**config.mk**
```make
export PLATFORM = sky130hd
export DESIGN_NAME = pd_power_sequencer
export DESIGN_NICKNAME = d
export VERILOG_FILES = /design/src/rtl/pd_seq_pkg.sv /design/src/rtl/pd_uv_filter.sv /design/src/rtl/pd_thermal_latch.sv /design/src/rtl/pd_path_fsm.sv /design/src/rtl/pd_power_sequencer.sv
export SDC_FILE = /design/constraint.sdc
export NUM_CORES = 1
export LEC_CHECK = 0
export BUFFER_PORTS_ARGS = -buffer_cell sky130_fd_sc_hd__buf_2
export CAP_MARGIN = 20
export CORE_MARGIN = 3
export CORE_UTILIZATION = 53
export CTS_CLUSTER_DIAMETER = 120
export DETAILED_ROUTE_END_ITERATION = 16
export PLACE_DENSITY_LB_ADDON = 0.08
export SYNTH_ARGS = -nofsm -noshare
export SYNTH_HDL_FRONTEND = slang
export SYNTH_SLANG_ARGS = --single-unit
export TNS_END_PERCENT = 1
```
**constraint.sdc**
```tcl
create_clock -name clk -period 2.7 [get_ports clk]
set_input_delay 0.405 -clock clk [delete_from_list [all_inputs] [get_ports clk]]
set_output_delay 0.405 -clock clk [all_outputs]
set_load 0.005 [all_outputs]
```
**src/rtl/pd_seq_pkg.sv**
```systemverilog
// Shared types for the power-path sequencer.
package pd_seq_pkg;
    // Power-path control states.
    typedef enum logic [1:0] {
        PS_OFF    = 2'd0,
        PS_INRUSH = 2'd1,
        PS_OPER   = 2'd2,
        PS_THERM  = 2'd3
    } pd_state_e;
endpackage

```
**src/rtl/pd_uv_filter.sv**
```systemverilog
// Line-level filter with hysteresis.
// Flips its filtered "line up" output only after the relevant comparator
// flag has held at FILTER_CYC consecutive edges: the turn-on flag while down,
// and the inverted turn-off flag while up.
// Assumes FILTER_CYC >= 1.
module pd_uv_filter #(
    parameter int FILTER_CYC = 18000
) (
    input  logic clk,
    input  logic rst_n,
    input  logic line_on_ok,
    input  logic line_off_ok,
    output logic line_up
);
    localparam int CW = $clog2(FILTER_CYC + 1);
    localparam logic [CW-1:0] LAST = CW'(FILTER_CYC - 1);

    logic [CW-1:0] run_cnt;
    logic          flip_req;

    // Which condition would move the filtered state away from its present value.
    always_comb flip_req = line_up ? !line_off_ok : line_on_ok;

    // Count consecutive requesting edges and flip at the end of the run.
    always_ff @(posedge clk) begin
        if (!rst_n) begin
            line_up <= 1'b0;
            run_cnt <= '0;
        end else if (!flip_req) begin
            run_cnt <= '0;
        end else if (run_cnt == LAST) begin
            line_up <= !line_up;
            run_cnt <= '0;
        end else begin
            run_cnt <= run_cnt + 1'b1;
        end
    end
endmodule

```
**src/rtl/pd_thermal_latch.sv**
```systemverilog
// Overtemperature latch.
// Separate trip and release flags model the thermal hysteresis; the trip
// flag wins when both are present.
module pd_thermal_latch (
    input  logic clk,
    input  logic rst_n,
    input  logic ot_set,
    input  logic ot_clr,
    output logic hot
);
    // Hold the shutdown condition between trip and release.
    always_ff @(posedge clk) begin
        if (!rst_n)      hot <= 1'b0;
        else if (ot_set) hot <= 1'b1;
        else if (ot_clr) hot <= 1'b0;
    end
endmodule

```
**src/rtl/pd_path_fsm.sv**
```systemverilog
// Power-path state machine.
// Sequences off -> inrush -> operational, with thermal shutdown and
// undervoltage overrides. Outputs are decoded from the state register only.
// Assumes line_up and hot are already filtered and latched.
module pd_path_fsm
    import pd_seq_pkg::*;
(
    input  logic clk,
    input  logic rst_n,
    input  logic line_up,
    input  logic hot,
    input  logic vds_lo_ok,
    input  logic vds_hi_ok,
    input  logic gate_hi,
    output logic sw_en,
    output logic lim_oper,
    output logic reg_en,
    output logic conv_en,
    output logic ss_dis
);
    pd_state_e state_q, state_d;

    // Next state: line loss first, then thermal, then per-state sequencing.
    always_comb begin
        state_d = state_q;
        if (!line_up) begin
            state_d = PS_OFF;
        end else if (hot) begin
            state_d = PS_THERM;
        end else begin
            unique case (state_q)
                PS_OFF:    state_d = PS_INRUSH;
                PS_INRUSH: if (vds_lo_ok && gate_hi) state_d = PS_OPER;
                PS_OPER:   if (!vds_hi_ok) state_d = PS_INRUSH;
                PS_THERM:  state_d = PS_INRUSH;
                default:   state_d = PS_OFF;
            endcase
        end
    end

    // State register.
    always_ff @(posedge clk) begin
        if (!rst_n) state_q <= PS_OFF;
        else        state_q <= state_d;
    end

    // Output decode from the registered state.
    always_comb begin
        sw_en    = (state_q == PS_INRUSH) || (state_q == PS_OPER);
        reg_en   = sw_en;
        lim_oper = (state_q == PS_OPER);
        conv_en  = (state_q == PS_OPER);
        ss_dis   = (state_q != PS_OPER);
    end
endmodule

```
**src/rtl/pd_power_sequencer.sv**
```systemverilog
// Top of the powered-device power-path sequencer.
// Filters the line comparators, latches overtemperature and drives the
// switch, current-limit select, regulator and converter enables.
// All inputs are assumed synchronous to clk.
module pd_power_sequencer #(
    parameter int FILTER_CYC = 18000
) (
    input  logic clk,
    input  logic rst_n,
    input  logic line_on_ok,
    input  logic line_off_ok,
    input  logic vds_lo_ok,
    input  logic vds_hi_ok,
    input  logic gate_hi,
    input  logic ot_set,
    input  logic ot_clr,
    output logic sw_en,
    output logic lim_oper,
    output logic reg_en,
    output logic conv_en,
    output logic ss_dis
);
    logic line_up;
    logic hot;

    pd_uv_filter #(.FILTER_CYC(FILTER_CYC)) u_filt (
        .clk(clk), .rst_n(rst_n),
        .line_on_ok(line_on_ok), .line_off_ok(line_off_ok),
        .line_up(line_up)
    );

    pd_thermal_latch u_therm (
        .clk(clk), .rst_n(rst_n),
        .ot_set(ot_set), .ot_clr(ot_clr),
        .hot(hot)
    );

    pd_path_fsm u_fsm (
        .clk(clk), .rst_n(rst_n),
        .line_up(line_up), .hot(hot),
        .vds_lo_ok(vds_lo_ok), .vds_hi_ok(vds_hi_ok), .gate_hi(gate_hi),
        .sw_en(sw_en), .lim_oper(lim_oper), .reg_en(reg_en),
        .conv_en(conv_en), .ss_dis(ss_dis)
    );
endmodule

```
# --- Yosys cells after proc, flatten, opt, wreduce, memory -nomap -nowiden ---
# Index checks and enable logic that the tools add are counted.
word_totals:
  reg_bits: 19
  in_bits: 9
  out_inout_bits: 5
  wordCells: 32
op_classes:
  addsub: 1
  eq_ne: 7
  n_mux: 7
  n_bitwise: 2
  reduce_logical: 11
op_table:
  columns: ["operator", "n"]
  rows:
  - ["adder 15 x 1 -> 15 bit, second input constant", 1]
  - ["== test 15 bit, second input constant", 1]
  - ["two-way mux 2 bit", 3]
  - ["inequality test 3 x 2 -> 1 bit, second input constant", 2]
  - ["case mux 2 bit (3 select lines)", 1]
  - ["AND reduction 2 bit", 3]
  - ["== test 2 bit, second input constant", 2]
  - ["two-way mux 1 bit", 3]
  - ["OR reduction 3 bit", 1]
  - ["== test 2 x 1 -> 1 bit, second input constant", 1]
  - ["zero test 1 bit", 2]
  - ["zero test 2 bit", 1]
  - ["inequality test 2 bit, second input constant", 1]
  - ["inverter 1 bit", 2]
  - ["nonzero test 2 bit", 1]
  - ["OR reduction 2 bit", 1]
  - ["logical AND 1 bit", 1]
  - ["logical OR 1 bit", 1]

# --- Depth between registers and ports, before layout ---
# Gate-level depths: netlist (run 1).
depth:
  depth_word: 4
  depth_mapped: 6

# --- Cells and area by module ---
# From an unflattened synthesis (run 1), not the netlist that was laid out.
unflattened:
  hier_cells: 100
  hier_area_um2: 942.2
modules_own_cells:
  columns: ["mod", "instances", "cells_per_inst", "area_per_inst_um2", "seq_area_each_um2"]
  rows:
  - ["pd_uv_filter", 1, 76, 714.4, 320.3]
  - ["pd_path_fsm", 1, 21, 186.4, 40.0]
  - ["pd_thermal_latch", 1, 3, 41.3, 20.0]

# --- Least setup slack after synthesis (run 1) ---
# Ideal clock, no wire load.
synth_timing:
  kind: "reg-to-reg"
  startpoint: "register u_filt.run_cnt[11]"
  endpoint: "register u_filt.run_cnt[12]"
  arrival_time_ns: 1.822
  required_ns: 2.585
  setup_slack_ns: 0.764
  path_stages_with_launch: 6
  path_buffers: 1
  period_less_slack_ns: 1.936
  path_cell_list: "dfxtp_1 or4_1 or4_4 o2111ai_1 buf_4 nor2_1"
synth_between:
  elab_chain_len: 2
  elab_cells_between_ends: 3
  classes_between: "add/sub: 1; eq/ne: 1; reduce/logical: 1"
synth_rtl:
  columns: ["element", "line_no", "text"]
  rows:
  - ["start: declaration", "pd_uv_filter.sv:18", "logic [CW-1:0] run_cnt;"]
  - ["start signal: assignment", "pd_uv_filter.sv:35", "run_cnt <= run_cnt + 1'b1;"]
  - ["branches (longest 2 deep; another with adder 15 x 1 -> 15 bit)", null, null]
# Parallel ways; which one is timed is not known.
# A chain may end at the register's enable or synchronous reset.

# --- Worst setup path after layout (run 1) ---
layout_timing:
  startpoint: "register u_filt.run_cnt[11]"
  endpoint: "register u_filt.run_cnt[2]"
layout_between:
  elab_chain_len: 2
layout_rtl:
  columns: ["element", "line_no", "text"]
  rows:
  - ["== test 15 bit", "pd_uv_filter.sv:31", "end else if (run_cnt == LAST) begin"]
  - ["OR reduction 3 bit (no source line)", null, null]
# No other way between the ends.

==> results of run 1 <==
cells in the mapped netlist, types with 2 or more instances:
| cell type | n | area, um2 |
|---|---|---|
| dfxtp_1 | 19 | 380 |
| o21ai_0 | 2 | 10.0 |
| inv_1 | 8 | 30.0 |
| nor2_1 | 14 | 52.6 |
| xnor2_1 | 9 | 78.8 |
| nor4_1 | 3 | 18.8 |
| nand3_1 | 4 | 20.0 |
| o211a_1 | 2 | 20.0 |
| a21oi_1 | 2 | 10.0 |
| nand2_1 | 6 | 22.5 |
| and3_1 | 2 | 12.5 |
| nor3_1 | 3 | 15.0 |
| nand4_1 | 2 | 12.5 |
| xor2_1 | 2 | 17.5 |
| ha_1 | 4 | 50.1 |
| buf_4 | 3 | 22.5 |
state kept, by name, indices dropped and copies added (netlist names):
| signal | cells |
|---|---|
| u_fsm.state_q | 2 |
| u_filt.run_cnt | 15 |
| u_filt.line_up | 1 |
| u_therm.hot | 1 |
layer usage:
| layer | wire length (um) | part of all wire [%] | GRT usage [%] |
|---|---|---|---|
| met1 | 787 | 50 | 21.6 |
| met2 | 736 | 46 | 25.1 |
| met3 | 51 | 3.2 | 2.26 |
| met4 | 10 | 0.63 | 6.45 |
| met5 | 0 | 0 | 0 |
cell type report:
cell class              count  area (um2)  area share [%]
clock buffers               4        26.3            2.60
inverters                   8        30.0            2.97
multi-input cells          72         482            47.6
flip-flops and latches     19         380            37.6
well taps                  16        20.0            1.98
repair buffers             14        72.6            7.18
worst paths after layout:
check                           end                from  depth (start not counted)
hold reg to reg   u_filt.run_cnt[0]   u_filt.run_cnt[0]                          1
setup / recovery  u_filt.run_cnt[2]  u_filt.run_cnt[11]                          5
setup reg to reg  u_filt.run_cnt[2]  u_filt.run_cnt[11]                          5
hold / removal          u_therm.hot              ot_set                          2
metrics by stage:
step | worst slack, ps | instances
after global routing | 516 | 133
after detailed placement | 496 | 128
after global placement | 528 | 128
final | 645 | 133
after floorplan | 764 | 102
after CTS | 464 | 132
critical path, stage by stage, from the launching register on:
cell	delay, ps
dfxtp_1	350
or4_1	520
or4_4	550
o2111ai_1	210
buf_4	260
nor2_1	70
power groups by stage:
stage / sequential [uW] / clock (uW) / combinational [uW]
after floorplan: 291 / 0 / 7.52
after global placement: 291 / 0 / 14.3
after detailed placement: 291 / 0 / 15.1
after CTS: 285 / 141 / 15.1
after global routing: 285 / 154 / 18.4
final: 285 / 137 / 15.9
logic make-up after synthesis:
logic type	count (synthesis)	share of synthesized area, %
XOR/XNOR	11	10.5
adder cells (fa/ha/maj)	4	5.47
flip-flops	19	41.6
AO/OA/AOI/OAI	11	8.76
buffers and inverters	11	5.75
AND/OR/NAND/NOR	44	25.6
multiplexers	2	2.33
==> impl_metrics.env, run 1 <==
export IMPL_vias_per_cell=5.19
export IMPL_cts_buffers=3
export IMPL_synth_edf_count=0
export IMPL_start_util_pct=58.7
export IMPL_synthFlopType="dfxtp_1"
export IMPL_hold_path_class="in -> reg"
export IMPL_power_total_uw=437
export IMPL_path_class="reg -> reg"
export IMPL_finalHoldViolCount=0
export IMPL_final_cell_mix="19 x dfxtp_1, 14 x nor2_1, 13 x buf_2"
export IMPL_holdBufCountCts=0
export IMPL_grt_pass1_vias=585
export IMPL_top_level_ports=14
export IMPL_cts_sinks=19
export IMPL_fin_nets=131
export IMPL_cts_resized=0
export IMPL_worst_slew_pin_slew_ps=409
export IMPL_slew_headroom_pct=72.7
export IMPL_status="completed"
export IMPL_port_buffers=13
export IMPL_nFillCells=141
export IMPL_comb_power_share_pct=3.6
export IMPL_grt_pass1_wl_mm=2.55
export IMPL_place_gp_congestion=0.833
export IMPL_worstSetupStartpointType="register"
export IMPL_drv_cap=0
export IMPL_ys_seq_area_share_pct=41.6
export IMPL_grt_max_degree=16
export IMPL_fp_dieH_um=47.5
export IMPL_cts_buffer_depth=2
export IMPL_p_clk_share_pct=31.3
export IMPL_syn2layout_area_growth_pct=10.5
export IMPL_syn_cell_area_um2=915
export IMPL_fin_util_pct=64.8
export IMPL_via_count=690
export IMPL_ant_nets=0
export IMPL_skew_ps=4.96
export IMPL_ys_ff_latch=19
export IMPL_ir_drop_v=0.000319
export IMPL_synthArstFlopShare_pct=0
export IMPL_post_cts_buffers=0
export IMPL_root_buffer="clkbuf_4"
export IMPL_n_antenna_cell=0
export IMPL_setup_viol=0
export IMPL_drive_above_1_share_pct=19.7
export IMPL_drt_iter0_drc=7
export IMPL_first_pass_iters=4
export IMPL_ys_warn_count=0
export IMPL_worstSetupEndpointType="register"
export IMPL_crit_fanout=11
export IMPL_dieArea_mm2=0.00226
export IMPL_place_area_um2=977
export IMPL_drc=0
export IMPL_fin_crit_sh_pct=76.1
export IMPL_max_freq_mhz=487
export IMPL_swShare_pct=20.5
export IMPL_worstPathArrival_ps=2240
export IMPL_rsz0062_at_grt="false"
export IMPL_row_count=14
export IMPL_synth_cell_types=33
export IMPL_htreeDepth=1
export IMPL_avgRoutedWirePerCell_um=11.9
export IMPL_hold_worst_slack_ps=325
export IMPL_antenna_found_initial=0
export IMPL_cellPowerDensity_mw_per_mm2=433
export IMPL_syn_inst=102
export IMPL_crit_required_ps=2880
export IMPL_ff2ff_setup_slack_ps=650
export IMPL_syn_nets=115
export IMPL_dp_hpwl_mm=1.21
export IMPL_cts_clk_slew_worst_paths_ps=100
export IMPL_p_leak_uw=0.000397
export IMPL_final_common_cell="dfxtp_1"
export IMPL_setup_tns_ps=0
export IMPL_seqPwrFrac_pct=65.0
export IMPL_wirelength_mm=1.59
export IMPL_p_int_uw=348
export IMPL_clk_insertion_delay_late_ps=290
export IMPL_overflow=0
export IMPL_period_needed_ps=2050
export IMPL_die_w_um=47.5
export IMPL_final_max_slew_viol_count=0
export IMPL_cts_tree="yes"
export IMPL_power_switching_uw=89.6
export IMPL_final_area_mm2=0.00101
export IMPL_track_usage_pct=15.9
export IMPL_core_mm2=0.00156
export IMPL_synth_area_per_cell_um2=8.97
Power figures use the tool's default switching activity.
==> inputs of run 2 (changes only) <==
Clock period 2.7 ns to 2.08 ns, I/O delays scaled along.
==> run 2 against run 1 <==
Net effect:
- design area is 1.6% higher
- critical path type unchanged
- die area did not move
- clock-buffer cell count fell by 1
- clock power up 34%
==> impl_metrics.env, run 2 (synthesis results as in run 1) <==
export IMPL_status="completed"
export IMPL_post_cts_buffers=0
export IMPL_avgRoutedWirePerCell_um=12.3
export IMPL_critPathBufInv=0
export IMPL_setup_worst_path_start="u_filt.run_cnt[11]"
export IMPL_rsz0062_at_grt="false"
export IMPL_min_from="ot_set"
export IMPL_drt_iter0_drc=16
export IMPL_placed_cells=131
export IMPL_hold_depth=2
export IMPL_die_w_um=47.5
export IMPL_fin_crit_sh_pct=96.5
export IMPL_cts_tree="yes"
export IMPL_reg_largest_list="u_filt.run_cnt x15, u_fsm.state_q x2"
export IMPL_cts_resized=0
export IMPL_place_gp_congestion=0.828
export IMPL_htreeDepth=1
export IMPL_crit_required_ps=2310
export IMPL_holdBufCountCts=0
export IMPL_first_pass_iters=4
export IMPL_cts_buffer_depth=2
export IMPL_top_level_ports=14
export IMPL_syn2layout_area_growth_pct=12.3
export IMPL_grt_pass1_wl_mm=2.74
export IMPL_hold_path_class="in -> reg"
export IMPL_dieArea_mm2=0.00226
export IMPL_worstSetupStartpointType="register"
export IMPL_ff2ff_setup_slack_ps=70
export IMPL_cts_clk_slew_worst_paths_ps=110
export IMPL_regMostFlops="u_filt.run_cnt"
export IMPL_via_count=740
export IMPL_vias_per_cell=5.48
export IMPL_comb_power_share_pct=3.8
export IMPL_seqPwrFrac_pct=64.3
export IMPL_n_antenna_cell=0
export IMPL_cts_buffers=3
export IMPL_period_needed_ps=2010
export IMPL_drive_above_1_share_pct=21.8
export IMPL_root_buffer="clkbuf_4"
export IMPL_ir_drop_v=0.000508
export IMPL_final_max_slew_viol_count=0
export IMPL_final_cell_mix="19 x dfxtp_1, 14 x nor2_1, 13 x buf_2"
export IMPL_cts_sinks=19
export IMPL_overflow=0
export IMPL_setup_tns_ps=0
export IMPL_max_freq_mhz=498
export IMPL_ff2ff_path_depth=4
export IMPL_post_layout_nonfiller_instances=135
export IMPL_final_common_cell="dfxtp_1"
export IMPL_critical_path_top_delay_family="simple AND/OR/NAND/NOR gates"
export IMPL_cp_slowest_cell="or4_4"
export IMPL_clk_insertion_delay_late_ps=300
export IMPL_place_area_um2=1000
export IMPL_drc=0
export IMPL_grt_max_degree=12
export IMPL_drv_cap=0
export IMPL_r2r_start="u_filt.run_cnt[11]"
export IMPL_fin_nets=133
export IMPL_slew_headroom_pct=77.2
export IMPL_antenna_found_initial=0
export IMPL_power_total_uw=575
export IMPL_ant_nets=0
export IMPL_p_int_uw=450
export IMPL_swShare_pct=21.8
export IMPL_worstSetupEndpointType="register"
export IMPL_r2r_end="u_filt.line_up"
export IMPL_p_clk_share_pct=32.0
export IMPL_min_to="u_therm.hot"
export IMPL_wirelength_mm=1.66
export IMPL_port_buffers=13
export IMPL_cellPowerDensity_mw_per_mm2=560
export IMPL_setup_viol=0
export IMPL_worstPathArrival_ps=2240
export IMPL_p_leak_uw=0.000408
export IMPL_crit_chain="or4_1, or4_4, or3b_1, a21boi_1"
export IMPL_fp_dieH_um=47.5
export IMPL_skew_ps=4.45
export IMPL_core_mm2=0.00156
export IMPL_final_area_mm2=0.00103
export IMPL_largest_reg_flops=15
export IMPL_grt_pass1_vias=646
export IMPL_track_usage_pct=17.7
export IMPL_row_count=14
export IMPL_crit_fanout=4
export IMPL_power_switching_uw=125
export IMPL_slowest_delay_ps=550
export IMPL_worst_slew_pin_slew_ps=339
export IMPL_finalHoldViolCount=0
export IMPL_dp_hpwl_mm=1.31
export IMPL_path_class="reg -> reg"
export IMPL_start_util_pct=58.7
-- run 2: changes by cell type in the layout (fill, tap and decap cells not counted), sizes merged --
cell	previous run	this run
buf	14	16
clkinv	0	1
clkbuf	4	3
-- run 2: final cells by class --
| class | count | area [um2] |
|---|---|---|
| Clock buffer | 3 | 22.5 |
| Clock inverter | 1 | 5.00 |
| Fill cell | 135 | 532 |
| Inverter | 8 | 30.0 |
| Multi-Input combinational cell | 72 | 482 |
| Sequential cell | 19 | 380 |
| Tap cell | 16 | 20.0 |
| Timing Repair Buffer | 16 | 87.6 |
-- run 2: worst max path at each step --
stage	endpoint	slack [ps]	depth (start not counted)
floorplan	u_filt.run_cnt[12]	140	5
CTS	u_filt.line_up	70	4
detailed placement	u_filt.line_up	90	4
finish	u_filt.line_up	70	4
global placement	u_filt.line_up	150	4
global route	u_filt.line_up	10	4
-- run 2: through the flow --
stage,setup WS [ps],hold slack [ps],utilization [%]
6_report,72.3,222,65.9
5_1_grt,14.9,216,65.9
4_1_cts,67.6,210,65.9
3_5_place_dp,94.7,451,64.1
3_3_place_gp,153,439,64.1
2_1_floorplan,144,426,-
-- run 2: power groups by stage --
| stage | Clock, uW | Sequential [uW] | Combinational, uW |
|---|---|---|---|
| floorplan | 0 | 377 | 9.77 |
| global placement | 0 | 378 | 21.6 |
| detailed placement | 0 | 378 | 22.2 |
| CTS | 193 | 370 | 22.2 |
| global route | 210 | 370 | 24.6 |
| finish | 184 | 369 | 21.8 |
-- run 2: layer usage --
metal / vias to the layer above / GRT usage (%) / routed length, um
met3: 4 / 4.51 / 79
met2: 21 / 27.5 / 827
met4: 0 / 8.06 / 23
met5: - / 0 / 0
li1: 385 / - / -
met1: 330 / 23.0 / 734
==> inputs of run 3 (changes only) <==
Settings changed: ABC_CLOCK_PERIOD_IN_PS set to 2080, CORE_UTILIZATION 53 to 54, SYNTH_HIERARCHICAL set to 1.
==> run 3 against run 2 <==
Net effect:
- worst setup slack improved by 460 ps
- via count fell by 3.9%
- clock power barely moved
- critical path type unchanged
==> impl_metrics.env, run 3 <==
export IMPL_cts_buffers=3
export IMPL_power_switching_uw=126
export IMPL_top_level_ports=14
export IMPL_setup_tns_ps=0
export IMPL_fin_nets=127
export IMPL_worstPathArrival_ps=1780
export IMPL_min_from="ot_set"
export IMPL_worstSetupEndpointType="register"
export IMPL_p_leak_uw=0.000391
export IMPL_power_total_uw=579
export IMPL_setup_viol=0
export IMPL_cts_sinks=19
export IMPL_row_count=14
export IMPL_core_mm2=0.00158
export IMPL_via_count=711
export IMPL_final_common_cell="dfxtp_1"
export IMPL_syn_inst=100
export IMPL_seqPwrFrac_pct=63.9
export IMPL_drt_iter0_drc=9
export IMPL_synth_cell_types=31
export IMPL_status="completed"
export IMPL_vias_per_cell=5.51
export IMPL_clk_insertion_delay_late_ps=300
export IMPL_worst_slew_pin_slew_ps=299
export IMPL_htreeDepth=1
export IMPL_cts_resized=0
export IMPL_synthFlopType="dfxtp_1"
export IMPL_fin_crit_sh_pct=74.3
export IMPL_cts_buffer_depth=2
export IMPL_met1_usage_pct=22.7
export IMPL_r2r_start="u_filt/run_cnt[0]"
export IMPL_finalHoldViolCount=0
export IMPL_first_pass_iters=4
export IMPL_ant_nets=0
export IMPL_met2_usage_pct=24.5
export IMPL_max_freq_mhz=647
export IMPL_slew_headroom_pct=80.1
export IMPL_syn_cell_area_um2=942
export IMPL_ir_drop_v=0.000318
export IMPL_regMostFlops="u_filt/run_cnt"
export IMPL_final_cell_mix="19 x dfxtp_1, 14 x nor2_1, 13 x buf_2"
export IMPL_grt_max_degree=16
export IMPL_grtUsageMet3_pct=5.64
export IMPL_synth_top_cells_by_count="19 x dfxtp_1, 14 x nor2_1, 10 x xor2_1, 7 x nand4_1, 6 x inv_1"
export IMPL_yosysTopAreaCell="dfxtp_1"
export IMPL_root_buffer="clkbuf_4"
export IMPL_cts_tree="yes"
export IMPL_start_util_pct=59.8
export IMPL_top_usage_layer="met2"
export IMPL_ys_ff_latch=19
export IMPL_track_usage_pct=16.6
export IMPL_overflow=0
export IMPL_grt_pass1_vias=605
export IMPL_grt_pass1_wl_mm=2.64
export IMPL_ys_warn_count=6
export IMPL_synth_most_common_cell="dfxtp_1"
export IMPL_largest_reg_flops=15
export IMPL_synth_area_per_cell_um2=9.42
export IMPL_setup_worst_path_start="u_filt/run_cnt[0]"
export IMPL_n_antenna_cell=0
export IMPL_multi_input_area_um2=500
export IMPL_antenna_found_initial=0
export IMPL_worstSetupStartpointType="register"
export IMPL_cts_clk_slew_worst_paths_ps=110
export IMPL_drv_cap=0
export IMPL_rsz0062_at_grt="false"
export IMPL_ys_top_cells_by_area="dfxtp_1 40%, xor2_1 9.3%, nor2_1 5.6%"
export IMPL_avgRoutedWirePerCell_um=12.7
export IMPL_swShare_pct=21.7
export IMPL_holdBufCountCts=0
export IMPL_p_clk_share_pct=32.1
export IMPL_syn2layout_area_growth_pct=8.50
export IMPL_dp_hpwl_mm=1.20
export IMPL_nFillCells=135
export IMPL_seq_area_um2=380
export IMPL_synth_top_area_share_pct=40.4
export IMPL_die_w_um=47.8
export IMPL_fp_dieH_um=47.8
export IMPL_wirelength_mm=1.63
export IMPL_period_needed_ps=1550
export IMPL_syn_nets=113
export IMPL_cellPowerDensity_mw_per_mm2=566
export IMPL_crit_required_ps=2310
export IMPL_p_int_uw=453
export IMPL_path_class="reg -> reg"
export IMPL_ys_seq_area_share_pct=40.4
export IMPL_synthArstFlopShare_pct=0
export IMPL_post_cts_buffers=0
export IMPL_place_gp_congestion=0.832
export IMPL_synth_edf_count=0
export IMPL_reg_largest_list="u_filt/run_cnt x15, u_fsm/state_q x2"
export IMPL_dieArea_mm2=0.00228
export IMPL_hold_path_class="in -> reg"
export IMPL_crit_fanout=4
export IMPL_drc=0
export IMPL_port_buffers=13
export IMPL_drive_above_1_share_pct=17.7
export IMPL_final_max_slew_viol_count=0
export IMPL_skew_ps=8.33
export IMPL_comb_power_share_pct=4.0
## run 3: logic make-up (layout without fill, tap and decap cells)
group | Yosys count | count (layout) | share of synthesized area (%)
adder cells (fa/ha/maj) | 4 | 4 | 5.31
XOR/XNOR | 12 | 12 | 11.2
flip-flops | 19 | 19 | 40.4
AO/OA/AOI/OAI | 11 | 11 | 9.16
buffers and inverters | 11 | 24 | 6.51
AND/OR/NAND/NOR | 43 | 43 | 27.5
## run 3: final timing paths
check / slack (ps) / cells after the start / endpoint
worst max-delay path: 530 / 5 / u_filt/line_up
worst max register to register: 530 / 5 / u_filt/line_up
worst min register to register: 470 / 1 / u_filt/run_cnt[0]
worst min-delay path: 240 / 2 / u_therm/hot
## run 3: final cells by class
type / instances / area share [%]
clock buffers: 4 / 2.57
inverters: 6 / 2.20
multi-input cells: 70 / 49.0
flip-flops and latches: 19 / 37.2
well taps: 16 / 1.96
repair buffers: 14 / 7.10
## run 3: worst max-delay path, cell delays in order (launching register included)
cell and delay [ps]:
dfxtp_1 390, ha_1 210, and3_1 200, nand4_1 150, or3b_1 400, a21boi_1 130
## run 3: power by group through the flow
stage | clock (uW) | sequential, uW | combinational (uW)
after global routing | 211 | 370 | 26.8
final | 186 | 370 | 23.3
after detailed placement | 0 | 378 | 23.5
after CTS | 188 | 370 | 23.6
after floorplan | 0 | 377 | 11.3
after global placement | 0 | 378 | 22.9
## run 3: stage by stage
| stage | area [um2] | setup slack, ps | util, % | hold WS, ps | std cells |
|---|---|---|---|---|---|
| finish | 1020 | 534 | 64.8 | 242 | 129 |
| global route | 1020 | 402 | 64.8 | 235 | 129 |
| CTS | 1020 | 542 | 64.8 | 242 | 129 |
| detailed placement | 996 | 560 | 63.2 | 448 | 125 |
| global placement | 996 | 611 | 63.2 | 441 | 125 |
| floorplan | 942 | 654 | - | 426 | 100 |
## run 3: metal layers
layer  part of all wire [%]  wire [um]
met2                     44        725
met4                   0.61         10
met5                      0          0
met3                    4.2         68
met1                     51        829
